<file path="src/rtl/scc_pkg.sv">
`timescale 1ns/1ps
// Shared encodings for the snooping coherence controller.
// Assumes a 2-bit bus command field decoded by every cache on the bus.
package scc_pkg;
    typedef enum logic [1:0] {
        CMD_IDLE   = 2'b00,
        CMD_RDMISS = 2'b01,
        CMD_WRMISS = 2'b10,
        CMD_WBACK  = 2'b11
    } bus_cmd_e;

    typedef enum logic [1:0] {
        LN_INV = 2'b00,
        LN_SHR = 2'b01,
        LN_EXC = 2'b10
    } line_st_e;

    typedef enum logic [1:0] {
        PC_IDLE = 2'b00,
        PC_ARB  = 2'b01,
        PC_DONE = 2'b10
    } pc_state_e;
endpackage

</file>
<file path="src/rtl/scc_line_store.sv">
`timescale 1ns/1ps
// Line array: state, tag and one data word per direct-mapped line.
// Two read ports (processor, snoop) and two write ports. A snoop state
// write wins over a processor write to the same line in the same cycle.
// Assumes the processor side never writes a line a snoop is updating.
module scc_line_store
    import scc_pkg::*;
#(
    parameter int IDX_W  = 2,
    parameter int TAG_W  = 6,
    parameter int DATA_W = 8
) (
    input  logic              clk,
    input  logic              rst_n,
    input  logic [IDX_W-1:0]  p_idx,
    output line_st_e          p_st,
    output logic [TAG_W-1:0]  p_tag,
    output logic [DATA_W-1:0] p_data,
    input  logic [IDX_W-1:0]  s_idx,
    output line_st_e          s_st,
    output logic [TAG_W-1:0]  s_tag,
    output logic [DATA_W-1:0] s_data,
    input  logic              s_we,
    input  line_st_e          s_nst,
    input  logic              p_we,
    input  line_st_e          p_nst,
    input  logic [TAG_W-1:0]  p_ntag,
    input  logic [DATA_W-1:0] p_ndata
);
    localparam int NLINES = 1 << IDX_W;

    line_st_e          st_q  [NLINES];
    logic [TAG_W-1:0]  tag_q [NLINES];
    logic [DATA_W-1:0] dat_q [NLINES];

    // Line state: reset to Invalid, snoop update before processor update.
    always_ff @(posedge clk) begin
        for (int i = 0; i < NLINES; i++) begin
            if (!rst_n)
                st_q[i] <= LN_INV;
            else if (s_we && s_idx == IDX_W'(i))
                st_q[i] <= s_nst;
            else if (p_we && p_idx == IDX_W'(i))
                st_q[i] <= p_nst;
        end
    end

    // Tag and data: written only by the processor side.
    always_ff @(posedge clk) begin
        for (int i = 0; i < NLINES; i++) begin
            if (p_we && p_idx == IDX_W'(i) && !(s_we && s_idx == IDX_W'(i))) begin
                tag_q[i] <= p_ntag;
                dat_q[i] <= p_ndata;
            end
        end
    end

    assign p_st   = st_q[p_idx];
    assign p_tag  = tag_q[p_idx];
    assign p_data = dat_q[p_idx];
    assign s_st   = st_q[s_idx];
    assign s_tag  = tag_q[s_idx];
    assign s_data = dat_q[s_idx];
endmodule

</file>
<file path="src/rtl/scc_snoop_unit.sv">
`timescale 1ns/1ps
// Snoop engine: decides from a foreign bus command and the indexed line
// whether the local copy is dropped, downgraded or flushed.
// Assumes write-back commands from others never touch local copies.
module scc_snoop_unit
    import scc_pkg::*;
#(
    parameter int TAG_W  = 6,
    parameter int DATA_W = 8
) (
    input  bus_cmd_e          cmd,
    input  logic [TAG_W-1:0]  tag,
    input  line_st_e          st,
    input  logic [TAG_W-1:0]  ln_tag,
    input  logic [DATA_W-1:0] ln_data,
    output logic              hit,
    output logic              upd,
    output line_st_e          nst,
    output logic              flush,
    output logic [DATA_W-1:0] fdata
);
    // Transition table of the snooped side.
    always_comb begin
        hit   = (cmd == CMD_RDMISS || cmd == CMD_WRMISS) && st != LN_INV && ln_tag == tag;
        upd   = 1'b0;
        nst   = st;
        flush = 1'b0;
        if (hit) begin
            if (cmd == CMD_WRMISS) begin
                upd   = 1'b1;
                nst   = LN_INV;
                flush = (st == LN_EXC);
            end else if (st == LN_EXC) begin
                upd   = 1'b1;
                nst   = LN_SHR;
                flush = 1'b1;
            end
        end
        fdata = flush ? ln_data : '0;
    end
endmodule

</file>
<file path="src/rtl/scc_proc_ctrl.sv">
`timescale 1ns/1ps
// Processor engine: hit service, bus arbitration, victim write-back and
// miss issue. Decides what to issue in the granted cycle only, from the
// line as it stands then (restart after snoops). Assumes the processor
// holds its request stable until cpu_done.
module scc_proc_ctrl
    import scc_pkg::*;
#(
    parameter int ADDR_W = 8,
    parameter int IDX_W  = 2,
    parameter int DATA_W = 8
) (
    input  logic                    clk,
    input  logic                    rst_n,
    input  logic                    cpu_req,
    input  logic                    cpu_we,
    input  logic [ADDR_W-1:0]       cpu_addr,
    input  logic [DATA_W-1:0]       cpu_wdata,
    output logic                    cpu_stall,
    output logic                    cpu_done,
    output logic [DATA_W-1:0]       cpu_rdata,
    output logic [IDX_W-1:0]        lk_idx,
    input  line_st_e                ln_st,
    input  logic [ADDR_W-IDX_W-1:0] ln_tag,
    input  logic [DATA_W-1:0]       ln_data,
    input  logic                    snp_block,
    output logic                    bus_req,
    input  logic                    bus_gnt,
    output bus_cmd_e                bus_cmd,
    output logic [ADDR_W-1:0]       bus_addr,
    output logic [DATA_W-1:0]       bus_data,
    input  logic [DATA_W-1:0]       bus_fill,
    output logic                    wr_en,
    output line_st_e                wr_st,
    output logic [ADDR_W-IDX_W-1:0] wr_tag,
    output logic [DATA_W-1:0]       wr_data
);
    localparam int TAG_W = ADDR_W - IDX_W;

    pc_state_e         state_q, state_d;
    logic              rq_we;
    logic [ADDR_W-1:0] rq_addr;
    logic [DATA_W-1:0] rq_wdata, rdata_q;
    logic              latch, fill_cap;

    logic              cur_we;
    logic [ADDR_W-1:0] cur_addr;
    logic [DATA_W-1:0] cur_wdata;
    logic [TAG_W-1:0]  cur_tag;
    logic              tag_hit, is_hit, victim_dirty;

    // Working request: live inputs while idle, latched copy otherwise.
    always_comb begin
        cur_we    = (state_q == PC_IDLE) ? cpu_we    : rq_we;
        cur_addr  = (state_q == PC_IDLE) ? cpu_addr  : rq_addr;
        cur_wdata = (state_q == PC_IDLE) ? cpu_wdata : rq_wdata;
        cur_tag   = cur_addr[ADDR_W-1:IDX_W];
        lk_idx    = cur_addr[IDX_W-1:0];
    end

    // Hit and victim classification against the indexed line.
    always_comb begin
        tag_hit      = ln_st != LN_INV && ln_tag == cur_tag;
        is_hit       = tag_hit && (!cur_we || ln_st == LN_EXC);
        victim_dirty = ln_st == LN_EXC && ln_tag != cur_tag;
    end

    // Next state, bus outputs and line update of the processor side.
    always_comb begin
        state_d   = state_q;
        bus_req   = 1'b0;
        bus_cmd   = CMD_IDLE;
        bus_addr  = '0;
        bus_data  = '0;
        cpu_stall = 1'b0;
        cpu_done  = 1'b0;
        wr_en     = 1'b0;
        wr_st     = ln_st;
        wr_tag    = ln_tag;
        wr_data   = ln_data;
        latch     = 1'b0;
        fill_cap  = 1'b0;
        unique case (state_q)
            PC_IDLE: begin
                if (cpu_req) begin
                    if (snp_block) begin
                        cpu_stall = 1'b1;
                    end else if (is_hit) begin
                        cpu_done = 1'b1;
                        if (cur_we) begin
                            wr_en   = 1'b1;
                            wr_data = cur_wdata;
                        end
                    end else begin
                        cpu_stall = 1'b1;
                        latch     = 1'b1;
                        state_d   = PC_ARB;
                    end
                end
            end
            PC_ARB: begin
                cpu_stall = 1'b1;
                bus_req   = 1'b1;
                if (bus_gnt && !snp_block) begin
                    wr_en = 1'b1;
                    if (victim_dirty) begin
                        bus_cmd  = CMD_WBACK;
                        bus_addr = {ln_tag, lk_idx};
                        bus_data = ln_data;
                        wr_st    = LN_INV;
                    end else begin
                        bus_cmd  = cur_we ? CMD_WRMISS : CMD_RDMISS;
                        bus_addr = cur_addr;
                        wr_tag   = cur_tag;
                        if (cur_we) begin
                            bus_data = cur_wdata;
                            wr_st    = LN_EXC;
                            wr_data  = cur_wdata;
                        end else begin
                            wr_st    = LN_SHR;
                            wr_data  = bus_fill;
                            fill_cap = 1'b1;
                        end
                        state_d = PC_DONE;
                    end
                end
            end
            PC_DONE: begin
                cpu_done = 1'b1;
                state_d  = PC_IDLE;
            end
            default: state_d = PC_IDLE;
        endcase
    end

    // Control state register.
    always_ff @(posedge clk) begin
        if (!rst_n) state_q <= PC_IDLE;
        else        state_q <= state_d;
    end

    // Request copy on a miss, fill word on a read-miss issue.
    always_ff @(posedge clk) begin
        if (latch) begin
            rq_we    <= cpu_we;
            rq_addr  <= cpu_addr;
            rq_wdata <= cpu_wdata;
        end
        if (fill_cap) rdata_q <= bus_fill;
    end

    assign cpu_rdata = (state_q == PC_DONE) ? rdata_q : ln_data;
endmodule

</file>
<file path="src/rtl/snoop_coherence_ctrl.sv">
`timescale 1ns/1ps
// Per-cache coherence controller (three-state write-invalidate, write-back).
// Joins the line store, the processor engine and the snoop engine. A snoop
// to the processor's line index blocks the processor side for that cycle.
// Assumes an atomic bus: snoop input and own grant are never active together.
module snoop_coherence_ctrl
    import scc_pkg::*;
#(
    parameter int ADDR_W = 8,
    parameter int IDX_W  = 2,
    parameter int DATA_W = 8
) (
    input  logic              clk,
    input  logic              rst_n,
    input  logic              cpu_req_i,
    input  logic              cpu_we_i,
    input  logic [ADDR_W-1:0] cpu_addr_i,
    input  logic [DATA_W-1:0] cpu_wdata_i,
    output logic              cpu_stall_o,
    output logic              cpu_done_o,
    output logic [DATA_W-1:0] cpu_rdata_o,
    output logic              bus_req_o,
    input  logic              bus_gnt_i,
    output logic [1:0]        bus_cmd_o,
    output logic [ADDR_W-1:0] bus_addr_o,
    output logic [DATA_W-1:0] bus_data_o,
    input  logic [DATA_W-1:0] bus_fill_i,
    input  logic [1:0]        snp_cmd_i,
    input  logic [ADDR_W-1:0] snp_addr_i,
    output logic              snp_flush_o,
    output logic [DATA_W-1:0] snp_data_o
);
    localparam int TAG_W = ADDR_W - IDX_W;

    bus_cmd_e          snp_cmd, own_cmd;
    logic [IDX_W-1:0]  lk_idx, s_idx;
    line_st_e          p_st, s_st, s_nst, wr_st;
    logic [TAG_W-1:0]  p_tag, s_tag, wr_tag;
    logic [DATA_W-1:0] p_data, s_data, wr_data;
    logic              s_hit, s_upd, wr_en, snp_block;

    assign snp_cmd   = bus_cmd_e'(snp_cmd_i);
    assign s_idx     = snp_addr_i[IDX_W-1:0];
    assign snp_block = (snp_cmd == CMD_RDMISS || snp_cmd == CMD_WRMISS) && s_idx == lk_idx;
    assign bus_cmd_o = own_cmd;

    scc_line_store #(.IDX_W(IDX_W), .TAG_W(TAG_W), .DATA_W(DATA_W)) u_store (
        .clk(clk), .rst_n(rst_n),
        .p_idx(lk_idx), .p_st(p_st), .p_tag(p_tag), .p_data(p_data),
        .s_idx(s_idx), .s_st(s_st), .s_tag(s_tag), .s_data(s_data),
        .s_we(s_upd), .s_nst(s_nst),
        .p_we(wr_en), .p_nst(wr_st), .p_ntag(wr_tag), .p_ndata(wr_data)
    );

    scc_snoop_unit #(.TAG_W(TAG_W), .DATA_W(DATA_W)) u_snoop (
        .cmd(snp_cmd), .tag(snp_addr_i[ADDR_W-1:IDX_W]),
        .st(s_st), .ln_tag(s_tag), .ln_data(s_data),
        .hit(s_hit), .upd(s_upd), .nst(s_nst),
        .flush(snp_flush_o), .fdata(snp_data_o)
    );

    scc_proc_ctrl #(.ADDR_W(ADDR_W), .IDX_W(IDX_W), .DATA_W(DATA_W)) u_proc (
        .clk(clk), .rst_n(rst_n),
        .cpu_req(cpu_req_i), .cpu_we(cpu_we_i), .cpu_addr(cpu_addr_i), .cpu_wdata(cpu_wdata_i),
        .cpu_stall(cpu_stall_o), .cpu_done(cpu_done_o), .cpu_rdata(cpu_rdata_o),
        .lk_idx(lk_idx), .ln_st(p_st), .ln_tag(p_tag), .ln_data(p_data),
        .snp_block(snp_block),
        .bus_req(bus_req_o), .bus_gnt(bus_gnt_i), .bus_cmd(own_cmd),
        .bus_addr(bus_addr_o), .bus_data(bus_data_o), .bus_fill(bus_fill_i),
        .wr_en(wr_en), .wr_st(wr_st), .wr_tag(wr_tag), .wr_data(wr_data)
    );

    logic unused_hit;
    assign unused_hit = s_hit;
endmodule

</file>
<file path="config.mk">
export PLATFORM = sky130hd
export DESIGN_NAME = snoop_coherence_ctrl
export DESIGN_NICKNAME = d
export VERILOG_FILES = /design/src/rtl/scc_pkg.sv /design/src/rtl/scc_line_store.sv /design/src/rtl/scc_snoop_unit.sv /design/src/rtl/scc_proc_ctrl.sv /design/src/rtl/snoop_coherence_ctrl.sv
export SDC_FILE = /design/constraint.sdc
export NUM_CORES = 1
export LEC_CHECK = 0
export ABC_AREA = 0
export CAP_MARGIN = 40
export CORE_MARGIN = 1
export CORE_UTILIZATION = 60
export DETAILED_ROUTE_END_ITERATION = 8
export GPL_TIMING_DRIVEN = 1
export PLACE_DENSITY = 0.85
export SLEW_MARGIN = 10
export SYNTH_ARGS = -nofsm -noshare
export SYNTH_HDL_FRONTEND = slang
export SYNTH_HIERARCHICAL = 1
export SYNTH_SLANG_ARGS = --single-unit
</file>
<file path="constraint.sdc">
create_clock -name clk -period 9.2 [get_ports clk]
set_input_delay 1.38 -clock clk [delete_from_list [all_inputs] [get_ports clk]]
set_output_delay 1.38 -clock clk [all_outputs]
set_load 0.03 [all_outputs]
</file>
# Yosys cells after proc, flatten, opt, wreduce, memory -nomap -nowiden
# Memories as Yosys holds them, arrays and structs flattened.
# Index checks and enable logic that the tools add are counted.
totals:
  regBits: 27
  mem_bits_rw: 64
  inputBits: 39
  output_inout_bits: 38
  wordCells: 205
  mem_count: 3
classes:
  n_eq_ne: 21
  n_mux: 129
  bitwise_logic: 8
  reduce_logical: 39
memory_table:
  columns: ["memory", "depth", "word_bits", "rd", "rd_ports_with_merged_regs", "write_ports", "line_no", "text"]
  rows:
  - ["u_store.dat_q", 4, 8, 2, 0, 1, "scc_line_store.sv:34", "logic [DATA_W-1:0] dat_q [NLINES];"]
  - ["u_store.tag_q", 4, 6, 2, 0, 1, "scc_line_store.sv:33", "logic [TAG_W-1:0] tag_q [NLINES];"]
  - ["u_store.st_q", 4, 2, 2, 0, 4, "scc_line_store.sv:32", "line_st_e st_q [NLINES];"]
op_table:
  columns: ["cell", "count"]
  rows:
  - ["8-bit two-way mux", 21]
  - ["1-bit two-way mux", 68]
  - ["2-bit two-way mux", 29]
  - ["6-bit two-way mux", 6]
  - ["8-bit OR reduction", 3]
  - ["1-bit logical AND", 19]
  - ["6-bit OR reduction", 3]
  - ["2-bit == test (second input constant)", 8]
  - ["8-bit one-hot mux with 2 select lines", 1]
  - ["6-bit == test", 2]
  - ["2-bit by 1-bit == test with 1-bit output (second input constant)", 4]
  - ["2-bit != test (second input constant)", 4]
  - ["1-bit bitwise OR", 8]
  - ["1-bit logical NOT", 6]
  - ["2-bit logical NOT", 3]
  - ["6-bit != test", 1]
  - ["1-bit one-hot mux with 2 select lines", 3]
  - ["5-bit AND reduction", 1]
  - ["2-bit one-hot mux with 2 select lines", 1]
  - ["2-bit nonzero test", 2]
  - ["2-bit == test", 1]
  - ["1-bit logical OR", 2]
  - ["2-bit by 1-bit != test with 1-bit output (second input constant)", 1]

# Longest topological paths before layout
# Gate-level depths: netlist (run 1).
# An unclocked memory read counts as a cell.
depth:
  depth_word: 18
  ltp_mapped: 15
  depth_no_buf: 11

# Hierarchy
# The synthesis (run 1) kept the hierarchy.
by_module_without_submodules:
  columns: ["module", "n_inst", "cells_each", "area_each_um2", "seq_area_each_um2"]
  rows:
  - ["scc_line_store", 1, 152, 3025.4, 1921.8]
  - ["scc_proc_ctrl", 1, 280, 2327.2, 790.8]
  - ["scc_snoop_unit", 1, 26, 196.4, 0.0]
  - ["snoop_coherence_ctrl", 1, 4, 31.3, 0.0]

# Least setup slack after synthesis (run 1)
# Ideal clock, no wire load.
synth_path:
  path_kind: "input to output"
  from: "input cpu_addr_i[0]"
  to: "output bus_addr_o[2]"
  t_arrival_ns: 4.224
  t_required_ns: 7.820
  slack_ns: 3.596
  cell_stages: 9
  n_path_buf: 2
  cell_sequence: "mux2_2 -> buf_4 -> mux4_2 -> or3_1 -> a22o_1 -> o21ai_1 -> buf_2 -> nor2_1 -> a211oi_1"
synth_via:
  elab_chain_cells: 7
  elab_cells_between_ends: 13
  cone_classes: "3 x eq/ne; 4 x mux; 4 x reduce/logical; 2 x memory"
synth_rtl:
  columns: ["element", "line_no", "text"]
  rows:
  - ["start, declared", "snoop_coherence_ctrl.sv:17", "input logic [ADDR_W-1:0] cpu_addr_i,"]
  - ["8-bit two-way mux", "scc_proc_ctrl.sv:55", "cur_addr = (state_q == PC_IDLE) ? cpu_addr : rq_addr;"]
  - ["memory read 4 x 6 bit", null, null]
  - ["net p_tag[4]", "snoop_coherence_ctrl.sv:38", "logic [TAG_W-1:0] p_tag, s_tag, wr_tag;"]
  - ["6-bit != test", "scc_proc_ctrl.sv:65", "victim_dirty = ln_st == LN_EXC && ln_tag != cur_tag;"]
  - ["1-bit logical AND", "scc_proc_ctrl.sv:65", null]
  - ["8-bit two-way mux", "scc_proc_ctrl.sv:106", "if (victim_dirty) begin"]
  - ["8-bit two-way mux", "scc_proc_ctrl.sv:104", "if (bus_gnt && !snp_block) begin"]
  - ["8-bit two-way mux", "scc_proc_ctrl.sv:83", "unique case (state_q)"]
  - ["end, declared", "snoop_coherence_ctrl.sv:25", "output logic [ADDR_W-1:0] bus_addr_o,"]
# The timed path passes the listed nets, and every way through them passes these cells.

# Final worst setup path (run 1)
layout_path:
  from: "input cpu_addr_i[0]"
  to: "output bus_addr_o[5]"
layout_via:
  elab_chain_cells: 7
  elab_cells_between_ends: 13
  cone_classes: "3 x eq/ne; 4 x mux; 4 x reduce/logical; 2 x memory"
layout_rtl:
  columns: ["element", "line_no", "text"]
  rows:
  - ["8-bit two-way mux", "scc_proc_ctrl.sv:55", null]
  - ["net lk_idx[0]", "snoop_coherence_ctrl.sv:36", "logic [IDX_W-1:0] lk_idx, s_idx;"]
  - ["memory read 4 x 6 bit", null, null]
  - ["net p_tag[4]", "snoop_coherence_ctrl.sv:38", null]
  - ["6-bit != test", "scc_proc_ctrl.sv:65", null]
  - ["1-bit logical AND", "scc_proc_ctrl.sv:65", null]
  - ["8-bit two-way mux", "scc_proc_ctrl.sv:106", null]
  - ["8-bit two-way mux", "scc_proc_ctrl.sv:104", null]
  - ["8-bit two-way mux", "scc_proc_ctrl.sv:83", null]
# The timed path passes the listed nets, and every way through them passes these cells.

==> results of run 1 <==
==> cell type report <==
type | instances | area, um2
flip-flops and latches | 91 | 2710
multi-input cells | 324 | 2630
fillers | 607 | 2280
repair buffers | 89 | 863
well taps | 108 | 135
clock buffers | 9 | 124
clock inverters | 7 | 60.1
inverters | 12 | 45.0
==> layer usage <==
metal | track usage [%] | routed length, um
met4 | 11.5 | 288
met3 | 5.11 | 1500
met1 | 44.1 | 5790
met2 | 45.3 | 6430
met5 | 0 | 0
==> cells in the mapped netlist (all sizes together), types with 5 or more instances <==
cell type / n / share of area (%)
mux4: 32 / 13
xor2: 12 / 1.9
o211a: 6 / 1.1
a211oi: 13 / 1.7
a2bb2oi: 6 / 0.94
o21a: 5 / 0.81
a31oi: 12 / 1.3
inv: 12 / 0.81
mux2: 5 / 1.1
xnor2: 5 / 0.78
o31ai: 7 / 0.94
o41a: 6 / 1.2
clkbuf: 17 / 1.1
nand2b: 8 / 0.90
nand3: 19 / 1.7
buf: 18 / 2.4
mux2i: 8 / 1.4
edfxtp: 89 / 48
a21boi: 8 / 1.1
nor2: 35 / 2.5
a21oi: 26 / 2.3
and2: 11 / 1.2
nor3: 12 / 1.1
o21ai: 17 / 1.5
nand2: 28 / 1.9
==> state kept, by name, indices dropped and copies added (netlist names) <==
name	flops
u_proc/rq_wdata	8
u_store/dat_q	32
u_proc/rq_addr	8
u_proc/rdata_q	8
u_proc/rq_we	1
u_proc/state_q	2
u_store/tag_q	24
u_store/st_q	8
==> critical path: stages <==
cell and delay [ps]:
clkdlybuf4s50_1 470, mux2_2 650, mux4_2 630, or3_1 380, a22o_1 520, o21ai_2 230, buf_4 380, nor2_1 70
a211oi_1 270, clkdlybuf4s50_1 720
==> power groups by stage <==
stage                     Clock [mW]  Sequential (mW)  Combinational, mW
after floorplan                    0            0.506              0.223
after global routing           0.280            0.507              0.344
after detailed placement           0            0.514              0.315
final                          0.262            0.505              0.323
after global placement             0            0.513              0.307
after CTS                      0.263            0.504              0.316
==> cell families after synthesis <==
logic type | Yosys count
buffers and inverters | 47
xor gates and xnor gates | 17
and+or+nand+nor | 146
DFF | 91
muxes | 45
adders and majority gates | 1
AOI/OAI and AO/OA | 115
==> worst paths after layout <==
| kind | start | endpoint | slack [ps] | depth (start not counted) |
|---|---|---|---|---|
| worst max-delay path | cpu_addr_i[0] | bus_addr_o[5] | 2090 | 10 |
| worst min-delay path | u_proc/rq_addr[5]$_DFFE_PP_ | u_store/tag_q[0][3]$_DFFE_PP_ | 940 | 2 |
| worst max register to register | u_proc/state_q[0]$_SDFFE_PN0P_ | u_store/dat_q[0][7]$_DFFE_PP_ | 3040 | 11 |
| worst min register to register | u_proc/rq_addr[5]$_DFFE_PP_ | u_store/tag_q[0][3]$_DFFE_PP_ | 940 | 2 |
==> metrics, run 1 <==
combinational power share between 20 and 30%; chip width 98.4 um; commonest non-fill, non-tap cell in the layout edfxtp_1; Max Clock Skew 10.4 ps; post-route ant nets 0; Adder-Cell Fraction of Synth Area 0.224%; simple-gate area share of the yosys netlist between 10% and 20%; Hold/Removal Path Class reg2reg; Num CTS Buffers 9; multiplexer share of the synthesized area approximately 16%; area delta synth->final 17.7%; Congestion Overflow GR 0; DP Wirelength 9880 um; Final Power approximately 1.1 mW; Total Routed Length around 14000 um; FFs w/ async S/R, synth 0%; Max-slew headroom a little over a third; crit path DAT 5730 ps; vias in the first global route roughly 4200; RSZ-0062 raised after global routing false; number of synthesized flops with an enable pin 89; Unique masters post-synth slightly below 60; register bit total from synthesis 91; largest net degree at the start of global routing just over 40; routability cong. just over 0.9; core area between 0.008 and 0.009 mm2; DRC viols 7; CP Class in2out; post-synthesis sequential area ratio approximately half; max-cap viol count 0; setup TNS 0 ps; clock network latency to the later pin of the worst-skew pair 370 ps; Slew Viols, Final 0; Synth Area in XOR/XNOR under 10%; DRT Pass-1 Iters 9; initial antenna violation count 0; fraction of layout cells with a size suffix above 1 13.2%; fin area between 0.006 and 0.007 mm2; first-pass GRT wire length approximately 22000 um; failing checks design-rule violations; largest family of logic cells by synthesized area multiplexers; net switching power figure roughly 370 uW; CTS tree built; Pleak about 2.3 nW; final core utilization approximately 74%; Tcrit/Tclk final between 70% and 80%; Placed Area 0.00637 mm2; Critical Path End Type output port; Layout Nets between 500 and 600; final hold vios 0; Worst-path clk slew about 100 ps; Non-Filler Instances 640; Int Power 719 uW; drt wl/cell approximately 22 um; total number of vias between 4000 and 5000; critical path peak fanout 40; Switching Share between 30% and 40%; pre-CTS setup slack 2080 ps; CTS max path bufs 2; Die H roughly 98 um; Std-Cell Rows 34; most frequent cells in the layout 89 x edfxtp_1, 76 x clkdlybuf4s50_1, 34 x nor2_1, 28 x nand2_1, 28 x mux4_2; fin worst setup slack 2090 ps; setup bufs post-CTS 0; CTS hold repair buffers 0; vias per cell ~6.8; Least-Margin Pin Slew 964 ps; Min Hold Slack 941 ps; Starting Density a little over three fifths; Period minus WS final 7110 ps; Critical Path RT a little under 8000 ps; Sink Count just over 90; Worst setup SP type input pin; Syn. warnings 6; IR drop worst, VDD roughly 0.000096 V; htree depth 3; Clk network pwr share about a quarter; synthesized area per cell between 10 and 15 um2; Placed Cells 623; Post-Syn Area approximately 0.0056 mm2; Max Fclk approximately 0.14 GHz; post-synthesis compound-gate area fraction 14.5%; Die ar. approximately 0.0097 mm2; DR iter-0 viols between 400 and 500; antenna diode count 0; register share of total power a little under half; IO Pins 77; IO buf count 76; post-synth net total 502; final setup vio count 0; top_reg_cell synth edfxtp_1; CTS resizes 0; synthesized instance count about 460; pwr dens approximately 170 mW/mm2; Total GRT Usage 30.0%; outcome finished, violations left; clk root buf clkbuf_8
No activity file was read; power rests on OpenSTA's default activity.
==> inputs of run 2 (changes only) <==
Settings changed: CORE_UTILIZATION 60 to 50, PLACE_DENSITY 0.85 to 0.76.
Clock period 9.2 ns to 6 ns, I/O delays scaled along.
==> run 2 against run 1 <==
  * Flip-flop and latch count unchanged
  * The run now ends clean
  * Sequential share of layout area down 0.44 points
  * Sequential power up 52%
  * Power up 54%
  * Critical path type unchanged
  * Core utilization down 13 points
  * Die area up 20%
  * Clock power up 51%
  * First-iteration DRC count down 0.97%
==> metrics, run 2 (synthesis results as in run 1) <==
Critical R2R Launch u_proc/state_q[0]$_SDFFE_PN0P_; slowest CP cell clkdlybuf4s50_1; vias in the first global route 4234 (+1.1%); Hold/Removal Path Class reg2reg; DR iter-0 viols 408 (-0.97%); DP Wirelength 10500 um (+6.6%); most frequent cells in the layout 89 x edfxtp_1, 64 x clkdlybuf4s50_1, 34 x buf_4, 34 x nor2_1; final setup vio count 0 (unchanged); Placed Area 0.00645 mm2 (+1.3%); Reg with most FFs u_store/dat_q; drt wl/cell 21.2 um (-2.9%); largest net degree at the start of global routing 38 (-7.3%); Starting Density 51.5% (-12 points); Sink Count 91 (unchanged); Placed Cells 664 (+6.6%); clk root buf clkbuf_8; outcome finished clean; IR drop worst, VDD 0.000109 V (+14%); critical path peak fanout 26 (-35%); fill count 861 (+42%); Period minus WS final between 5000 and 6000 ps; Worst setup SP type input pin; max reg flops 32 (unchanged); Largest stage delay, worst path 690 ps (-30 ps); Tcrit/Tclk final around nine tenths; Total GRT Usage 26.4% (-3.5 points); Non-Filler Instances 681 (+6.4%); setup TNS 0 ps (unchanged); Die ar. 0.0116 mm2 (+20%); Max Fclk 0.181 GHz; vias per cell 6.38 (-5.9%); worst hold start u_proc/rq_addr[4]$_DFFE_PP_; Min Hold Slack 985 ps (+44.5 ps); pwr dens 252 mW/mm2 (+52%); IO buf count 76 (unchanged); final core utilization 61.3% (-13 points); area delta synth->final 19.0%; CTS tree built; footprint of the multi-input gates 0.00263 mm2 (unchanged); crit path DAT 4620 ps (-1110 ps); CP Class in2out; clock network latency to the later pin of the worst-skew pair 370 ps (about the same); total number of vias 4343 (+0.16%); initial antenna violation count 0 (unchanged); max-cap viol count 0 (unchanged); Congestion Overflow GR 0 (unchanged); final hold vios 0 (unchanged); fraction of layout cells with a size suffix above 1 17.0% (+3.8 points); worst path cell trace clkdlybuf4s50_1, mux2_2, mux4_2, xor2_1, nor4_1, mux2i_2, o21a_4, or3_1, a21oi_1, clkdlybuf4s50_1; Layout Nets 576 (+1.6%); Total Routed Length 14500 um (+3.4%); commonest non-fill, non-tap cell in the layout edfxtp_1; Slew Viols, Final 0 (unchanged); RSZ-0062 raised after global routing false; chip width 108 um (+9.4%); largest delay contributor family on the critical path multiplexers; register area 0.00271 mm2 (unchanged); cell mode on critical path clkdlybuf4s50_1; top flop regs u_store/dat_q (32), u_store/tag_q (24); Worst-path clk slew 90 ps (about the same); post-route ant nets 0 (unchanged); Pleak 2.38 nW (+2.9%); CTS hold repair buffers 0 (unchanged); crit path from cpu_addr_i[1]; Num CTS Buffers 9 (unchanged); CTS max path bufs 2 (unchanged); Critical Path End Type output port; IO Pins 77 (unchanged); Max-slew headroom 43.0% (+7.4 points); DRC viols 0 (-7); antenna diode count 0 (unchanged); Critical Path RT 5100 ps (-2720 ps); Least-Margin Pin Slew 847 ps (-116 ps); first-pass GRT wire length 22800 um (+3.5%); Die H 108 um (+9.4%); htree depth 3 (unchanged); Std-Cell Rows 38 (+12%); setup bufs post-CTS 0 (unchanged); CP bufs+invs 2 (-1); core area 0.0108 mm2 (+23%); Max Clock Skew 11.0 ps (+0.567 ps); fin area 0.00664 mm2 (+1.1%); CTS resizes 0 (unchanged); routability cong. 0.880 (-5.9%); DRT Pass-1 Iters 6 (-3)
[run 2: cell types whose count changed in the layout (fill, tap and decap cells not counted), sizes merged]
| cell | change |
|---|---|
| buf | +21 |
| clkdlybuf4s50 | -12 |
[run 2: cell type report]
type,count,area share [%]
clock buffers,9,1.87
clock inverters,7,0.867
multi-input cells,324,39.6
well taps,140,2.64
repair buffers,98,13.5
flip-flops and latches,91,40.9
inverters,12,0.678
[run 2: path summary, 6_finish.rpt]
check                                       end  slack, ps  cells after the start
setup / recovery                  bus_data_o[7]        480                     10
hold / removal    u_store/tag_q[3][2]$_DFFE_PP_        990                      2
setup reg to reg  u_store/tag_q[2][5]$_DFFE_PP_       1380                     13
hold reg to reg   u_store/tag_q[3][2]$_DFFE_PP_        990                      2
[run 2: worst min-delay path, delay by kind of cell (launching register included)]
| family | cells | cell delay [ps] |
|---|---|---|
| DFF | 1 | 420 |
| muxes | 1 | 200 |
| AOI/OAI and AO/OA | 1 | 180 |
[run 2: metrics by stage]
step	total power [mW]	setup WS, ps
4_1_cts	1.68	510
5_1_grt	1.74	281
3_3_place_gp	1.27	535
2_1_floorplan	1.12	1170
3_5_place_dp	1.28	532
6_report	1.67	483
[run 2: report_power, final]
part           internal [mW]  leakage [nW]  switching [mW]
clock                  0.158        0.0938           0.238
combinational          0.194          1.45           0.314
sequential             0.754         0.840          0.0147
total                   1.11          2.38           0.566
[run 2: per-layer routing]
metal | global-route usage (%) | vias up | wire length [um]
li1 | - | 1959 | -
met1 | 37.5 | 2130 | 6060
met3 | 4.24 | 32 | 1270
met4 | 10.8 | 0 | 334
met5 | 0 | - | 0
met2 | 40.6 | 222 | 6800
